--- config.mk ---
export PLATFORM = sky130hd
export DESIGN_NAME = pmic_pwr_seq
export DESIGN_NICKNAME = d
export VERILOG_FILES = /design/src/rtl/pmic_seq_pkg.sv /design/src/rtl/pmic_alarm_cmp.sv /design/src/rtl/pmic_wake_detect.sv /design/src/rtl/pmic_pwr_ctrl.sv /design/src/rtl/pmic_pwr_seq.sv
export SDC_FILE = /design/constraint.sdc
export NUM_CORES = 1
export LEC_CHECK = 0
export BUFFER_PORTS_ARGS = -buffer_cell sky130_fd_sc_hd__buf_2
export CAP_MARGIN = 20
export CORE_ASPECT_RATIO = 0.7
export CORE_MARGIN = 4
export CORE_UTILIZATION = 53
export DETAILED_ROUTE_END_ITERATION = 8
export PLACE_DENSITY = 0.82
export SETUP_SLACK_MARGIN = 0.5
export SYNTH_ARGS = -nofsm -noshare
export SYNTH_HDL_FRONTEND = slang
export SYNTH_SLANG_ARGS = --single-unit
export TNS_END_PERCENT = 100
--- constraint.sdc ---
create_clock -name clk -period 2.3 [get_ports clk]
set_clock_uncertainty 0.05 [all_clocks]
set_input_delay 0.115 -clock clk [delete_from_list [all_inputs] [get_ports clk]]
set_output_delay 0.115 -clock clk [all_outputs]
set_load 0.005 [all_outputs]
--- src/rtl/pmic_seq_pkg.sv ---
package pmic_seq_pkg;
  localparam int FIELD_W      = 8;
  localparam int NUM_FIELDS   = 6;
  localparam int ADDR_W       = 8;
  localparam int DATA_W       = 32;
  localparam int NUM_WAKE     = 4;
  localparam int PWR_CTL_BIT  = 16;
  localparam int WAKE_POL_LSB = 4;
  localparam int ALM_BASE     = 'h80;
  localparam int ALM_STRIDE   = 4;
  localparam int CTRL_ADDR    = 'h98;
endpackage

--- src/rtl/pmic_alarm_cmp.sv ---
module pmic_alarm_cmp #(
  parameter int FIELD_W    = pmic_seq_pkg::FIELD_W,
  parameter int NUM_FIELDS = pmic_seq_pkg::NUM_FIELDS,
  parameter int ADDR_W     = pmic_seq_pkg::ADDR_W,
  parameter int BASE       = pmic_seq_pkg::ALM_BASE,
  parameter int STRIDE     = pmic_seq_pkg::ALM_STRIDE
) (
  input  logic                          clk,
  input  logic                          rst,
  input  logic                          cfg_we,
  input  logic [ADDR_W-1:0]             cfg_addr,
  input  logic [FIELD_W-1:0]            cfg_byte,
  input  logic                          sec_tick,
  input  logic [NUM_FIELDS*FIELD_W-1:0] cur_time,
  output logic                          match
);
  logic [NUM_FIELDS-1:0] field_eq;

  for (genvar i = 0; i < NUM_FIELDS; i++) begin : g_field
    localparam logic [ADDR_W-1:0] FIELD_ADDR = ADDR_W'(BASE + STRIDE * i);
    logic [FIELD_W-1:0] alm_q;

    always_ff @(posedge clk) begin
      if (rst)
        alm_q <= '0;
      else if (cfg_we && cfg_addr == FIELD_ADDR)
        alm_q <= cfg_byte;
    end

    assign field_eq[i] = (cur_time[i*FIELD_W +: FIELD_W] == alm_q);
  end

  // compared only on the seconds strobe
  assign match = sec_tick & (&field_eq);
endmodule

--- src/rtl/pmic_wake_detect.sv ---
module pmic_wake_detect #(
  parameter int NUM_WAKE = pmic_seq_pkg::NUM_WAKE
) (
  input  logic [NUM_WAKE-1:0] pin_lvl,
  input  logic [NUM_WAKE-1:0] pin_en,
  input  logic [NUM_WAKE-1:0] pin_low_act,
  output logic                wake_any
);
  logic [NUM_WAKE-1:0] hit;

  for (genvar i = 0; i < NUM_WAKE; i++) begin : g_pin
    // the polarity bit inverts the sense of the pin
    assign hit[i] = pin_en[i] & (pin_lvl[i] ^ pin_low_act[i]);
  end

  assign wake_any = |hit;
endmodule

--- src/rtl/pmic_pwr_ctrl.sv ---
module pmic_pwr_ctrl (
  input  logic clk,
  input  logic rst,
  input  logic off_req,
  input  logic wake_any,
  output logic pwr_en
);
  always_ff @(posedge clk) begin
    if (rst)
      pwr_en <= 1'b1;
    else if (pwr_en && off_req)
      pwr_en <= 1'b0;
    else if (!pwr_en && wake_any)
      pwr_en <= 1'b1;
  end

  assert_pwr_off_R6: assert property (@(posedge clk) disable iff (rst)
    (pwr_en && off_req) |=> !pwr_en);
  assert_pwr_hold_off_R6: assert property (@(posedge clk) disable iff (rst)
    (!pwr_en && !wake_any) |=> !pwr_en);
  assert_pwr_hold_on_R6: assert property (@(posedge clk) disable iff (rst)
    (pwr_en && !off_req) |=> pwr_en);
  assert_wake_on_R7: assert property (@(posedge clk) disable iff (rst)
    (!pwr_en && wake_any) |=> pwr_en);
endmodule

--- src/rtl/pmic_pwr_seq.sv ---
module pmic_pwr_seq
  import pmic_seq_pkg::*;
#(
  parameter int P_FIELD_W    = FIELD_W,
  parameter int P_NUM_FIELDS = NUM_FIELDS,
  parameter int P_ADDR_W     = ADDR_W,
  parameter int P_DATA_W     = DATA_W,
  parameter int P_NUM_WAKE   = NUM_WAKE
) (
  input  logic                              clk,
  input  logic                              rst,
  input  logic                              cfg_we,
  input  logic [P_ADDR_W-1:0]               cfg_addr,
  input  logic [P_DATA_W-1:0]               cfg_wdata,
  input  logic                              sec_tick,
  input  logic [P_NUM_FIELDS*P_FIELD_W-1:0] cur_time,
  input  logic                              alarm_irq_en,
  input  logic                              status_clr,
  input  logic [P_NUM_WAKE-1:0]             ext_wake,
  output logic                              pmic_power_en,
  output logic                              alarm2_status,
  output logic                              alarm2_irq
);
  localparam logic [P_ADDR_W-1:0] CTRL_A = P_ADDR_W'(CTRL_ADDR);

  logic [P_DATA_W-1:0] ctrl_q;
  logic                match;
  logic                wake_any;
  logic                off_req;
  logic                status_n;

  // only the control address updates the control word
  always_ff @(posedge clk) begin
    if (rst)
      ctrl_q <= '0;
    else if (cfg_we && cfg_addr == CTRL_A)
      ctrl_q <= cfg_wdata;
  end

  pmic_alarm_cmp #(
    .FIELD_W   (P_FIELD_W),
    .NUM_FIELDS(P_NUM_FIELDS),
    .ADDR_W    (P_ADDR_W)
  ) u_cmp (
    .clk     (clk),
    .rst     (rst),
    .cfg_we  (cfg_we),
    .cfg_addr(cfg_addr),
    .cfg_byte(cfg_wdata[P_FIELD_W-1:0]),
    .sec_tick(sec_tick),
    .cur_time(cur_time),
    .match   (match)
  );

  pmic_wake_detect #(.NUM_WAKE(P_NUM_WAKE)) u_wake (
    .pin_lvl    (ext_wake),
    .pin_en     (ctrl_q[P_NUM_WAKE-1:0]),
    .pin_low_act(ctrl_q[WAKE_POL_LSB +: P_NUM_WAKE]),
    .wake_any   (wake_any)
  );

  assign off_req = match & ctrl_q[PWR_CTL_BIT] & alarm_irq_en;

  pmic_pwr_ctrl u_pwr (
    .clk     (clk),
    .rst     (rst),
    .off_req (off_req),
    .wake_any(wake_any),
    .pwr_en  (pmic_power_en)
  );

  // a set outranks a clear in the same cycle
  assign status_n = match | (alarm2_status & ~status_clr);

  always_ff @(posedge clk) begin
    if (rst) begin
      alarm2_status <= 1'b0;
      alarm2_irq    <= 1'b0;
    end else begin
      alarm2_status <= status_n;
      alarm2_irq    <= status_n & alarm_irq_en;
    end
  end

  assert_status_set_R4: assert property (@(posedge clk) disable iff (rst)
    match |=> alarm2_status);
  assert_status_clr_R4: assert property (@(posedge clk) disable iff (rst)
    (alarm2_status && status_clr && !match) |=> !alarm2_status);
  assert_irq_needs_status_R5: assert property (@(posedge clk) disable iff (rst)
    alarm2_irq |-> alarm2_status);
endmodule

==> After elaboration in Yosys (flattened, before gate mapping) <==
Cells that the tools add are included.
{ "classes": {"reduce_logical": 13, "bitwise": 15, "muxes": 2, "eq_ne": 13} }
{ "ops": {"columns": ["operator", "n"], "rows": [
  ["8-bit == test (second input constant)", 7],
  ["8-bit == test", 6],
  ["1-bit bitwise AND", 9],
  ["1-bit logical AND", 9],
  ["6-bit AND reduction", 1],
  ["4-bit OR reduction", 1],
  ["1-bit bitwise XOR", 4],
  ["1-bit 2-to-1 mux", 2],
  ["2-bit nonzero test", 1],
  ["1-bit logical NOT", 1],
  ["1-bit inverter", 1],
  ["1-bit bitwise OR", 1]
]} }
{ "word_totals": {"register_bits": 68, "elab_cells": 53, "in_bits": 98, "output_inout_bits": 3} }

==> Longest topological paths before layout <==
{ "depth": {"ltp_word": 7, "mapped_depth": 6, "mapped_depth_nobuf": 5} }

==> Hierarchy <==
A second synthesis with hierarchy kept.
{ "unflattened": {"cells_unflattened": 296, "area_unflattened_um2": 2932.8} }
{ "by_module_without_submodules": {"columns": ["mod", "cells_each", "seq_area_each_um2", "area_per_inst_um2", "instances"], "rows": [
  ["pmic_alarm_cmp", 236, 960.9, 2347.3, 1],
  ["pmic_pwr_seq", 49, 220.2, 494.2, 1],
  ["pmic_wake_detect", 7, 0.0, 53.8, 1],
  ["pmic_pwr_ctrl", 4, 20.0, 37.5, 1]
]} }

==> Worst setup path after synthesis <==
Ideal clock, no wire load.
{ "synth_timing": {"path_kind": "flip-flop to flip-flop", "startpoint": "register u_cmp.g_field[2].alm_q[1]", "endpoint": "register u_pwr.pwr_en", "path_stages_with_launch": 6, "n_path_buf": 0, "required_ns": 2.130, "t_arrival_ns": 1.315, "setup_slack_ns": 0.815, "setup_time_ns": 0.120, "period_less_slack_ns": 1.485, "path_cell_list": "dfxtp_1 > nor2b_1 > a221o_1 > nor4_1 > nand4_1 > o31a_1"} }
{ "synth_between": {"elab_chain_len": 7, "elab_cells_between_ends": 8, "classes_between": "1 x eq/ne; 1 x mux; 3 x bitwise; 3 x reduce/logical"} }
{ "synth_lines": {"columns": ["item", "line", "rtl"], "rows": [
  ["from (decl)", "pmic_alarm_cmp.sv:21", "logic [FIELD_W-1:0] alm_q;"],
  ["from (signal assigned)", "pmic_alarm_cmp.sv:27", "alm_q <= cfg_byte;"],
  ["8-bit == test *", "pmic_alarm_cmp.sv:30", "assign field_eq[i] = (cur_time[i*FIELD_W +: FIELD_W] == alm_q);"],
  ["6-bit AND reduction *", "pmic_alarm_cmp.sv:34", "assign match = sec_tick & (&field_eq);"],
  ["1-bit bitwise AND *", "pmic_alarm_cmp.sv:34", null],
  ["1-bit bitwise AND * (2 in series)", "pmic_pwr_seq.sv:62", "assign off_req = match & ctrl_q[PWR_CTL_BIT] & alarm_irq_en;"],
  ["1-bit logical AND *", "pmic_pwr_ctrl.sv:11", "else if (pwr_en && off_req)"],
  ["1-bit 2-to-1 mux / 2-bit nonzero test (equally long branches)", null, null],
  ["to (signal assigned)", "pmic_pwr_ctrl.sv:10", "pwr_en <= 1'b1;"],
  ["to (signal assigned)", "pmic_pwr_ctrl.sv:12", "pwr_en <= 1'b0;"],
  ["to (signal assigned)", "pmic_pwr_ctrl.sv:14", "pwr_en <= 1'b1;"],
  ["to (decl)", "pmic_pwr_ctrl.sv:6", "output logic pwr_en"]
]} }
Mark *: on every way between the ends. The rest lies on a longest branch, timed or not.
A chain may end at the register's enable or synchronous reset.

==> Worst setup path in the final report <==
{ "layout_timing": {"startpoint": "register u_cmp.g_field[5].alm_q[1]", "endpoint": "register u_pwr.pwr_en"} }
{ "layout_between": {"elab_chain_len": 7, "elab_cells_between_ends": 8, "classes_between": "1 x eq/ne; 1 x mux; 3 x bitwise; 3 x reduce/logical"} }
{ "layout_lines": {"columns": ["item", "line"], "rows": [
  ["from (decl)", "pmic_alarm_cmp.sv:21"],
  ["from (signal assigned)", "pmic_alarm_cmp.sv:27"],
  ["8-bit == test *", "pmic_alarm_cmp.sv:30"],
  ["6-bit AND reduction *", "pmic_alarm_cmp.sv:34"],
  ["1-bit bitwise AND *", "pmic_alarm_cmp.sv:34"],
  ["1-bit bitwise AND * (2 in series)", "pmic_pwr_seq.sv:62"],
  ["1-bit logical AND *", "pmic_pwr_ctrl.sv:11"],
  ["1-bit 2-to-1 mux / 2-bit nonzero test (equally long branches)", null]
]} }
Marks and branches as above.

==> impl_metrics.py <==
metrics = {
    "status": {
        "run_status": "finished clean",
    },
    "placed_design": {
        "place.detailed.hpwl_um": 5560,
        "place.port_buffers": 77,
        "finalWeightedCongestion": 0.846,
    },
    "cts": {
        "clock_latency_ns": 0.34,
        "post_cts_buffers": 0,
        "cts-root-to-sink-buffers": 2,
        "clock_tree.htree_level_count": 3,
        "cts_num_sinks": 60,
        "clk_root_buffer_cell": "clkbuf_8",
        "tritoncts_clock_tree": "yes",
        "path_clk_slew_ns": 0.07,
        "cts_made_buffers": 9,
    },
    "timing": {
        "drv_slew": 0,
        "timing.slew.headroom": 0.434,
        "setup_violations": 0,
        "max_freq_mhz": 567,
        "grt_setup_unrepaired": "false",
        "fin_setup_tns_ns": 0,
        "hold_viol": 0,
        "timing_worst_slew_pin_value_ns": 0.850,
        "final_period_minus_worst_setup_slack_ns": 1.76,
        "finalCritPeriodShare": 0.767,
    },
    "yosys": {
        "synth_top_cell_area_share": 0.428,
        "synthArstFlopShare": 0,
        "netlist_instances": 323,
        "yosysTopAreaCell": "dfxtp_1",
        "yosysSeqAreaShare": 0.428,
        "synth_top_cells_by_area": "dfxtp_1, xnor2_1, mux2i_1",
        "avgSynthCellArea_um2": 8.69,
        "syn-cell-area_um2": 2810,
        "synth.yosys.warnings": 0,
        "number_of_distinct_library_cells_after_synthesis": 33,
        "synth_flop_cell": "dfxtp_1",
        "postSynthNetCount": 421,
        "synth_edf_count": 0,
        "count_of_state_elements_after_synthesis": 60,
    },
    "cells_and_area": {
        "layout_commonest_cell": "buf_2",
        "final_layout_size_suffix_gt1_frac": 0.250,
        "flow.area_growth_from_synthesis_pct": 23.9,
        "fin_nets": 501,
        "final_cell_mix": "buf_2, nand2_1, dfxtp_1",
        "n_antenna_cell": 0,
    },
    "floorplan": {
        "overall_die_area_um2": 6540,
        "boundaryPins": 101,
        "die_width_um": 95.0,
        "die_span_in_y_um": 68.9,
        "initial_core_util": 0.568,
        "placement_rows": 21,
        "core_region_area_um2": 4940,
    },
    "min_path": {
        "hold_path.class": "input port to flop",
    },
    "setup_path": {
        "crit-reg2reg-capture": "u_pwr.pwr_en$_SDFFE_PP1P_",
        "critPathCapture": "u_pwr.pwr_en$_SDFFE_PP1P_",
        "regToRegStartpoint": "u_cmp.g_field[5].alm_q[1]$_SDFFE_PP0P_",
        "critical_path.startpoint": "u_cmp.g_field[5].alm_q[1]$_SDFFE_PP0P_",
        "path_max_fanout": 3,
        "reg2reg_slack_ns": 0.54,
        "ff2ff_path_depth": 5,
        "required_ns": 2.49,
        "worstSetupPathType": "flop to flop",
        "setup.worst_path.start_class": "flop",
        "timing.critical_path.to_type": "flop",
        "timing.critical_path.arrival_ns": 1.95,
    },
    "power_and_ir_drop": {
        "finalPower_w": 0.00219,
        "power.internal_w": 0.00168,
        "power.sequential.fraction": 0.475,
        "cellLeakagePower_nw": 1.40,
        "switching_power_w": 0.000511,
        "power.clock.fraction": 0.442,
        "netSwitchingFraction": 0.233,
        "power.density_nw_per_um2": 631,
        "pwr-share-comb": 0.084,
        "ir_drop_mv": 0.539,
    },
    "grt": {
        "grt_antenna_before_repair": 0,
        "grt_pass1_vias": 2468,
        "maximum_number_of_pins_on_one_net_before_global_route_repair": 47,
        "overflow": 0,
        "grtUsageTotal": 0.248,
        "grt_pass1_wl_um": 12000,
    },
    "drt": {
        "route.final.wire_length_um": 7620,
        "route.vias.total": 2536,
        "routed_wire_length_per_instance_um": 16.0,
        "detailedRoute.firstPassIterationCount": 4,
        "routed_via_density": 5.32,
        "drt_first_iter_violations": 154,
        "drc": 0,
        "count_of_antenna_violating_nets_left_after_detailed_routing": 0,
    },
    "run": {
        "max_cap_viol": 0,
    },
}
[cell type report]
class | count | area [um^2]
Multi-Input combinational cell | 246 | 1540
Fill cell | 401 | 1460
Sequential cell | 60 | 1200
Timing Repair Buffer | 83 | 435
Clock buffer | 12 | 155
Tap cell | 69 | 86.3
Clock inverter | 4 | 47.5
Inverter | 3 | 11.3
[worst min path at each step]
stage | startpoint | end | slack [ns] | cells after the start
after global placement | cfg_wdata[16] | ctrl_q[16]$_SDFFE_PP0P_ | 0.30 | 3
after global routing | status_clr | alarm2_irq$_SDFF_PP0_ | 0.02 | 3
after floorplan | cfg_wdata[0] | u_cmp.g_field[3].alm_q[0]$_SDFFE_PP0P_ | 0.20 | 2
after detailed placement | cfg_wdata[16] | ctrl_q[16]$_SDFFE_PP0P_ | 0.34 | 3
after CTS | status_clr | alarm2_status$_SDFF_PP0_ | 0.03 | 3
final | status_clr | alarm2_irq$_SDFF_PP0_ | 0.04 | 3
[power groups by stage]
| stage | clock (W) | sequential, W | combinational, W |
|---|---|---|---|
| 2_1_floorplan | 0 | 0.00106 | 0.0000734 |
| 3_3_place_gp | 0 | 0.00106 | 0.000174 |
| 3_5_place_dp | 0 | 0.00106 | 0.000178 |
| 4_1_cts | 0.000977 | 0.00104 | 0.000182 |
| 5_1_grt | 0.00103 | 0.00104 | 0.000198 |
| 6_report | 0.000969 | 0.00104 | 0.000184 |
[Yosys cell counts (2+ instances only)]
master / instances
buf_2: 4
xor2_1: 4
nand2_1: 62
mux2i_1: 25
nor3_1: 3
nand2b_1: 6
inv_1: 3
nand3_1: 5
nand4_1: 10
nor2_1: 26
xnor2_1: 43
nor4_1: 4
dfxtp_1: 60
and2_1: 2
clkbuf_1: 8
a21oi_1: 34
o21ai_0: 8
[metrics by stage]
step	cells	area, um^2	utilization	setup slack (ns)	hold slack [ns]
2_1_floorplan	323	2810	-	0.815	0.201
3_3_place_gp	459	3240	0.656	0.479	0.303
3_5_place_dp	459	3240	0.656	0.416	0.338
4_1_cts	477	3470	0.702	0.522	0.0312
5_1_grt	477	3480	0.704	0.501	0.0244
6_report	477	3480	0.704	0.536	0.0383
[cells by family (layout without fill, tap and decap cells)]
| family | Yosys count | count (layout) | synth area share |
|---|---|---|---|
| simple gates | 126 | 126 | 0.214 |
| flops | 60 | 60 | 0.428 |
| compound gates | 48 | 48 | 0.0941 |
| xor+xnor | 47 | 47 | 0.147 |
| mux | 25 | 25 | 0.0892 |
| buf+inv | 17 | 102 | 0.0285 |
[worst max-delay path, stage by stage (launching register included)]
cell and delay (ns):
dfxtp_1 0.32, xnor2_1 0.20, nand4_1 0.20, nor4_4 0.33
nand4_1 0.22, o31a_1 0.34
[routing by layer]
metal / track usage / share of wire
met5: 0 / 0
met4: 0.0540 / 0.013
met1: 0.317 / 0.44
met3: 0.0824 / 0.085
met2: 0.413 / 0.46
[sequential cells by signal (all words and copies together) (netlist names)]
signal               cells
u_cmp.g_field.alm_q     48
ctrl_q                   9
alarm2_irq               1
alarm2_status            1
u_pwr.pwr_en             1
[repair_timing]
| item | 4_1_cts | 5_1_grt |
|---|---|---|
| pin swaps | 0 | 2 |
| hold buffers | 2 | 0 |
| hold endpoints to repair | 2 | 0 |
| gates resized for setup | 1 | 1 |
| setup endpoints to repair | 1 | 1 |
Note: power is estimated with default switching activity, not from simulation.
